`config.mk`:
```
export PLATFORM = sky130hd
export DESIGN_NAME = thermo_scratchpad
export DESIGN_NICKNAME = d
export VERILOG_FILES = /design/src/rtl/tsp_pkg.sv /design/src/rtl/tsp_crc8.sv /design/src/rtl/tsp_regs.sv /design/src/rtl/tsp_seq.sv /design/src/rtl/thermo_scratchpad.sv
export SDC_FILE = /design/constraint.sdc
export NUM_CORES = 1
export LEC_CHECK = 0
export CAP_MARGIN = 5
export CORE_MARGIN = 4
export CORE_UTILIZATION = 23
export DETAILED_ROUTE_END_ITERATION = 10
export DONT_BUFFER_PORTS = 1
export PLACE_DENSITY_LB_ADDON = 0.15
export SKIP_LAST_GASP = 1
export SLEW_MARGIN = 20
export SYNTH_ARGS = -nofsm -noshare
export SYNTH_HDL_FRONTEND = slang
export SYNTH_SLANG_ARGS = --single-unit
export TNS_END_PERCENT = 30
```
`constraint.sdc`:
```
create_clock -name clk -period 4.59 [get_ports clk]
set_input_delay 0.459 -clock clk [delete_from_list [all_inputs] [get_ports clk]]
set_output_delay 0.459 -clock clk [all_outputs]
set_load 0.02 [all_outputs]
```
`src/rtl/tsp_pkg.sv`:
```
package tsp_pkg;

  typedef enum logic [1:0] {
    ST_IDLE  = 2'd0,
    ST_WRITE = 2'd1,
    ST_READ  = 2'd2
  } tsp_state_e;

  localparam logic [7:0] CMD_WRITE = 8'h4E;
  localparam logic [7:0] CMD_READ  = 8'hBE;
  localparam logic [7:0] CMD_COPY  = 8'h48;

  localparam logic [7:0] RSV_B5 = 8'hFF;
  localparam logic [7:0] RSV_B6 = 8'h0C;
  localparam logic [7:0] RSV_B7 = 8'h10;

  // writable configuration bits and fixed ones
  localparam logic [7:0] CFG_WR_MASK = 8'h60;
  localparam logic [7:0] CFG_FIXED   = 8'h1F;

  // x^8+x^5+x^4+1, bit-reversed for LSB-first shifting
  localparam logic [7:0] CRC_POLY_REFL = 8'h8C;

  function automatic logic [7:0] crc8_byte(input logic [7:0] crc_in,
                                           input logic [7:0] data);
    logic [7:0] c;
    logic       fb;
    c = crc_in;
    for (int i = 0; i < 8; i++) begin
      fb = c[0] ^ data[i];
      c  = c >> 1;
      if (fb) c = c ^ CRC_POLY_REFL;
    end
    return c;
  endfunction

endpackage

```
`src/rtl/tsp_crc8.sv`:
```
module tsp_crc8
  import tsp_pkg::*;
#(
  parameter int NBYTES = 8
) (
  input  logic [NBYTES*8-1:0] data_i,
  output logic [7:0]          crc_o
);

  logic [NBYTES:0][7:0] stage;

  assign stage[0] = 8'h00;

  generate
    for (genvar g = 0; g < NBYTES; g++) begin : g_byte
      assign stage[g+1] = crc8_byte(stage[g], data_i[g*8 +: 8]);
    end
  endgenerate

  assign crc_o = stage[NBYTES];

endmodule

```
`src/rtl/tsp_regs.sv`:
```
module tsp_regs
  import tsp_pkg::*;
#(
  parameter logic [15:0] TEMP_INIT = 16'h0550,
  parameter logic [7:0]  TH_INIT   = 8'h4B,
  parameter logic [7:0]  TL_INIT   = 8'h46,
  parameter logic [1:0]  RES_INIT  = 2'b11,
  localparam int         WR_BITS   = 24,
  localparam int         IMG_BITS  = 64
) (
  input  logic                clk,
  input  logic                rst_n,
  input  logic                por_n,
  input  logic                temp_load,
  input  logic [15:0]         temp_value,
  input  logic                commit,
  input  logic [WR_BITS-1:0]  commit_data,
  input  logic                copy,
  output logic [15:0]         temp_q,
  output logic [7:0]          th_q,
  output logic [7:0]          tl_q,
  output logic [7:0]          cfg_q,
  output logic [7:0]          nv_th,
  output logic [7:0]          nv_tl,
  output logic [7:0]          nv_cfg,
  output logic [IMG_BITS-1:0] image_o
);

  localparam logic [7:0] CFG_INIT = {1'b0, RES_INIT, 5'h1F};

  // shadow (non-volatile) set
  always_ff @(posedge clk) begin
    if (!por_n) begin
      nv_th  <= TH_INIT;
      nv_tl  <= TL_INIT;
      nv_cfg <= CFG_INIT;
    end else if (copy) begin
      nv_th  <= th_q;
      nv_tl  <= tl_q;
      nv_cfg <= cfg_q;
    end
  end

  // writable scratchpad bytes
  always_ff @(posedge clk) begin
    if (!rst_n) begin
      th_q  <= nv_th;
      tl_q  <= nv_tl;
      cfg_q <= nv_cfg;
    end else if (commit) begin
      th_q  <= commit_data[7:0];
      tl_q  <= commit_data[15:8];
      cfg_q <= (commit_data[23:16] & CFG_WR_MASK) | CFG_FIXED;
    end
  end

  // temperature bytes
  always_ff @(posedge clk) begin
    if (!rst_n)         temp_q <= TEMP_INIT;
    else if (temp_load) temp_q <= temp_value;
  end

  assign image_o = {RSV_B7, RSV_B6, RSV_B5, cfg_q, tl_q, th_q,
                    temp_q[15:8], temp_q[7:0]};

endmodule

```
`src/rtl/tsp_seq.sv`:
```
module tsp_seq
  import tsp_pkg::*;
#(
  parameter  int WR_BITS = 24,
  parameter  int RD_BITS = 72,
  localparam int CW      = $clog2(RD_BITS + 1)
) (
  input  logic               clk,
  input  logic               rst_n,
  input  logic               cmd_valid,
  input  logic [7:0]         cmd_byte,
  input  logic               wbit_valid,
  output logic               wbit_ready,
  input  logic               wbit_data,
  output logic               rbit_valid,
  input  logic               rbit_ready,
  output logic               rbit_data,
  input  logic [RD_BITS-1:0] read_image,
  output logic               commit,
  output logic [WR_BITS-1:0] commit_data,
  output logic               copy
);

  tsp_state_e         state_q;
  logic [CW-1:0]      cnt_q;
  logic [WR_BITS-1:0] wr_sr;
  logic [RD_BITS-1:0] rd_sr;
  logic               wbeat, rbeat, wr_last, rd_last;

  assign wbit_ready = (state_q == ST_WRITE) && !cmd_valid;
  assign rbit_valid = (state_q == ST_READ) && !cmd_valid;
  assign rbit_data  = rd_sr[0];

  assign wbeat   = wbit_valid && wbit_ready;
  assign rbeat   = rbit_valid && rbit_ready;
  assign wr_last = wbeat && (cnt_q == CW'(WR_BITS - 1));
  assign rd_last = rbeat && (cnt_q == CW'(RD_BITS - 1));

  assign commit      = wr_last;
  assign commit_data = {wbit_data, wr_sr[WR_BITS-1:1]};
  assign copy        = rst_n && cmd_valid && (cmd_byte == CMD_COPY);

  always_ff @(posedge clk) begin
    if (!rst_n) begin
      state_q <= ST_IDLE;
      cnt_q   <= '0;
    end else if (cmd_valid) begin
      cnt_q <= '0;
      case (cmd_byte)
        CMD_WRITE: state_q <= ST_WRITE;
        CMD_READ:  state_q <= ST_READ;
        default:   state_q <= ST_IDLE;
      endcase
    end else if (wbeat) begin
      if (wr_last) begin
        state_q <= ST_IDLE;
        cnt_q   <= '0;
      end else begin
        cnt_q <= cnt_q + 1'b1;
      end
    end else if (rbeat) begin
      if (rd_last) begin
        state_q <= ST_IDLE;
        cnt_q   <= '0;
      end else begin
        cnt_q <= cnt_q + 1'b1;
      end
    end
  end

  // LSB-first assembly of incoming bits
  always_ff @(posedge clk) begin
    if (wbeat) wr_sr <= {wbit_data, wr_sr[WR_BITS-1:1]};
  end

  // snapshot at command time, then shift out LSB first
  always_ff @(posedge clk) begin
    if (cmd_valid && (cmd_byte == CMD_READ)) rd_sr <= read_image;
    else if (rbeat)                          rd_sr <= {1'b0, rd_sr[RD_BITS-1:1]};
  end

endmodule

```
`src/rtl/thermo_scratchpad.sv`:
```
module thermo_scratchpad
  import tsp_pkg::*;
#(
  parameter  logic [15:0] TEMP_INIT = 16'h0550,
  parameter  logic [7:0]  TH_INIT   = 8'h4B,
  parameter  logic [7:0]  TL_INIT   = 8'h46,
  parameter  logic [1:0]  RES_INIT  = 2'b11,
  localparam int          NBYTES    = 9,
  localparam int          IMG_BITS  = (NBYTES - 1) * 8,
  localparam int          RD_BITS   = NBYTES * 8,
  localparam int          WR_BITS   = 24
) (
  input  logic        clk,
  input  logic        rst_n,
  input  logic        por_n,
  input  logic        cmd_valid,
  input  logic [7:0]  cmd_byte,
  input  logic        wbit_valid,
  output logic        wbit_ready,
  input  logic        wbit_data,
  output logic        rbit_valid,
  input  logic        rbit_ready,
  output logic        rbit_data,
  input  logic        temp_load,
  input  logic [15:0] temp_value,
  output logic [7:0]  nv_th,
  output logic [7:0]  nv_tl,
  output logic [7:0]  nv_cfg
);

  logic [15:0]         temp_q;
  logic [7:0]          th_q, tl_q, cfg_q;
  logic [IMG_BITS-1:0] image;
  logic [7:0]          crc;
  logic                commit, copy;
  logic [WR_BITS-1:0]  commit_data;

  tsp_regs #(
    .TEMP_INIT(TEMP_INIT),
    .TH_INIT  (TH_INIT),
    .TL_INIT  (TL_INIT),
    .RES_INIT (RES_INIT)
  ) u_regs (
    .clk        (clk),
    .rst_n      (rst_n),
    .por_n      (por_n),
    .temp_load  (temp_load),
    .temp_value (temp_value),
    .commit     (commit),
    .commit_data(commit_data),
    .copy       (copy),
    .temp_q     (temp_q),
    .th_q       (th_q),
    .tl_q       (tl_q),
    .cfg_q      (cfg_q),
    .nv_th      (nv_th),
    .nv_tl      (nv_tl),
    .nv_cfg     (nv_cfg),
    .image_o    (image)
  );

  tsp_crc8 #(.NBYTES(NBYTES - 1)) u_crc (
    .data_i(image),
    .crc_o (crc)
  );

  tsp_seq #(
    .WR_BITS(WR_BITS),
    .RD_BITS(RD_BITS)
  ) u_seq (
    .clk        (clk),
    .rst_n      (rst_n),
    .cmd_valid  (cmd_valid),
    .cmd_byte   (cmd_byte),
    .wbit_valid (wbit_valid),
    .wbit_ready (wbit_ready),
    .wbit_data  (wbit_data),
    .rbit_valid (rbit_valid),
    .rbit_ready (rbit_ready),
    .rbit_data  (rbit_data),
    .read_image ({crc, image}),
    .commit     (commit),
    .commit_data(commit_data),
    .copy       (copy)
  );

endmodule

```
==> run summary <==
Fraction of registers with async set/reset: 0
Vias: 4466
CP Cell Sequence: xnor3_2 > xnor3_2 > xor2_4 > xnor2_4 > xnor3_2 > xor2_2 > xor3_1 > xnor2_1 > a22o_1
Fin crit period: 3460 ps
Critical Path Start: u_regs.temp_q[0]
Max Root-Sink Buffers: 2
Chip Height: 191 um
Outcome: complete, no violations
Max Slew Vio Count: 0
Congestion Overflow GR: 0
Critical path endpoint category: flop
H-tree depth: 4
Vias in the first global route: 4625
# nets final: 646
I/O Buffers: 0
EDFF count, synth: 95
YS warnings: 0
FF-to-FF Start: u_regs.temp_q[0]
Core Box Area: 32800 um^2
Hold_buf cts: 0
Routed WL: 17700 um
Final Hold Viols: 0
Clock sink count: 168
Syn Inst Count: 626
Inserted Diodes: 0
Clock insertion delay at the later pin of the skew report: 440 ps
Clk Tree Root Cell: clkbuf_16
Sequential element share of the synthesized area: 0.560
Worst-path clk slew: 70 ps
Skew final: 10.0 ps
Worst R2R End: u_seq.rd_sr[66]
Initial antenna violation count: 0
Crit-path leading delay family: XOR/XNOR gates
Post-DP HPWL: 11700 um
Reg2reg setup slack: 1130 ps
Critical Path Start Type: flop
Main synth FF type: edfxtp_1
Die area: 36500 um^2
Critical Path RT: 4780 ps
Largest net degree at the start of global routing: 67
Seq cells post-synth: 168
First-pass GRT wire length: 27900 um
Finished Core Util: 0.268
First drt pass iteration count: 4
Crit path largest cell delay: 510 ps
Most frequent CP cell: xnor3_2
Starting Density: 0.235
Rows: 66
Antenna Nets Post-Route: 0
Synth Cell Area: 7700 um^2
Leakage: 3.09 nW
Crit path DAT: 3650 ps
Distinct cells, synth: 45
Peak VDD IR: 0.598 mV
WS Path Type: flop to flop
Layout area overhead: 13.9%
GP Congestion: 0.744
Vias per cell: 4.18
CP Buf/Inv Count: 0
Synth Net Count: 659
Share of cells above drive strength 1: 0.142
Relative slew slack: 0.310
Die Wd: 191 um
Starting DRT DRC Count: 204
CP Max Fanout: 7
Mean Syn Cell Area: 12.3 um^2
Power Dens Cells: 646 nW/um^2
Worst-margin pin slew: 1040 ps
Fillers: 3384
Max Clock Freq: 289 MHz
Period utilization: 0.755
Worst setup path endpoint: u_seq.rd_sr[66]
Post-CTS Resized: 0
Routed len/inst: 16.6 um
RSZ-0062 raised after global routing: no
Reg2reg path depth: 9
Critical Path Stages: 9
Hold Slack: 104 ps
Fin Setup TNS: 0 ps
Hold Path Class: input port to flop
Critical path's slowest cell: dfxtp_1
Num CTS Buffers: 17
Final setup fails: 0
CTS tree: done
Maxcap violations: 0
Gr usage total: 0.100
I/O pins: 59
Post-CTS Setup Inserts: 0
# DRC: 0
## worst min path at each step
stage / startpoint / endpoint / slack [ps] / cells after the start
after floorplan: u_seq.wr_sr[17] / u_seq.wr_sr[16] / 400 / 0
after global placement: u_seq.wr_sr[17] / u_seq.wr_sr[16] / 410 / 0
after detailed placement: u_seq.wr_sr[18] / u_seq.wr_sr[17] / 410 / 0
after CTS: rst_n / u_regs.temp_q[10] / 70 / 1
after global routing: rst_n / u_regs.temp_q[10] / 70 / 1
final: por_n / u_regs.nv_tl[2] / 100 / 1
## area by class of cell
class,instances,area [um^2],area share
Clock buffer,17,425,0.0485
Clock inverter,15,176,0.0201
Inverter,1,3.75,0.000428
Multi-Input combinational cell,418,3240,0.369
Sequential cell,168,4310,0.492
Tap cell,442,553,0.0630
Timing Repair Buffer,7,65.1,0.00741
## stage by stage
step / std cells / worst slack, ps / total power, mW / instance area, um^2
floorplan: 626 / 1400 / 3.94 / 7700
global placement: 1036 / 1220 / 4.26 / 8170
detailed placement: 1036 / 1140 / 4.26 / 8170
CTS: 1068 / 1110 / 5.78 / 8780
global route: 1068 / 964 / 6.01 / 8780
finish: 1068 / 1130 / 5.67 / 8780
## kinds of logic (layout without fill, tap and decap cells)
logic type / after synthesis / count (layout) / share of synthesized area
xor+xnor: 111 / 111 / 0.183
mux: 34 / 34 / 0.0471
fa+ha+maj: 1 / 1 / 0.00162
simple gates: 181 / 181 / 0.104
compound gates: 91 / 91 / 0.0827
buf+inv: 40 / 40 / 0.0214
flops: 168 / 168 / 0.560
## state kept, by name (all words and copies together) (netlist names)
signal / count
u_seq.rd_sr: 72
u_seq.wr_sr: 23
u_regs.temp_q: 16
u_regs.cfg_q: 8
u_regs.nv_cfg: 8
u_regs.nv_th: 8
u_regs.nv_tl: 8
u_regs.th_q: 8
u_regs.tl_q: 8
u_seq.cnt_q: 7
u_seq.state_q: 2
## layout by cell type (no fill, tap or decap), drive strengths merged, types with 2 or more instances in the layout
cell type and count:
a22o 41, nor2b 15, xor2 23, a21oi 4, mux2i 16, xnor3 17
nand4 3, inv 11, edfxtp 95, buf 7, nor3 2, clkinvlp 2
mux2 18, dfxtp 73, bufinv 2, nand3 17, nor3b 3, and2 2
xor3 3, clkbuf 17, nand2 120, a21boi 10, o21ai 35, xnor2 68
nor2 6, or2 5, or3 3
## synthesized netlist by cell type (all sizes together), types with 6 or more instances
master  count  area [um^2]
nand2     120          450
edfxtp     95         2850
dfxtp      73         1460
xnor2      68          697
a22o       41          360
o21ai      35          175
clkbuf     30          114
xor2       23          243
mux2       18          203
nand3      17         85.1
xnor3      17          395
mux2i      16          160
nor2b      15         93.8
a21boi     10         75.1
buf         9         47.6
nor2        6         22.5
## metal layers
metal  wire [um]  vias up  share of wire  global-route usage
li1            -     2165              -                   -
met1        8480     2199           0.48               0.135
met2        7720       85           0.44               0.148
met3        1110       17          0.063              0.0341
met4         365        0          0.021              0.0406
met5           0        -              0                   0
## report_power, final
part | leakage [nW] | internal, mW | switching (mW)
logic | 1.34 | 1.47 | 1.09
clock network | 0.291 | 0.824 | 0.658
registers | 1.46 | 1.60 | 0.0287
Note: power is estimated with default switching activity, not from simulation.
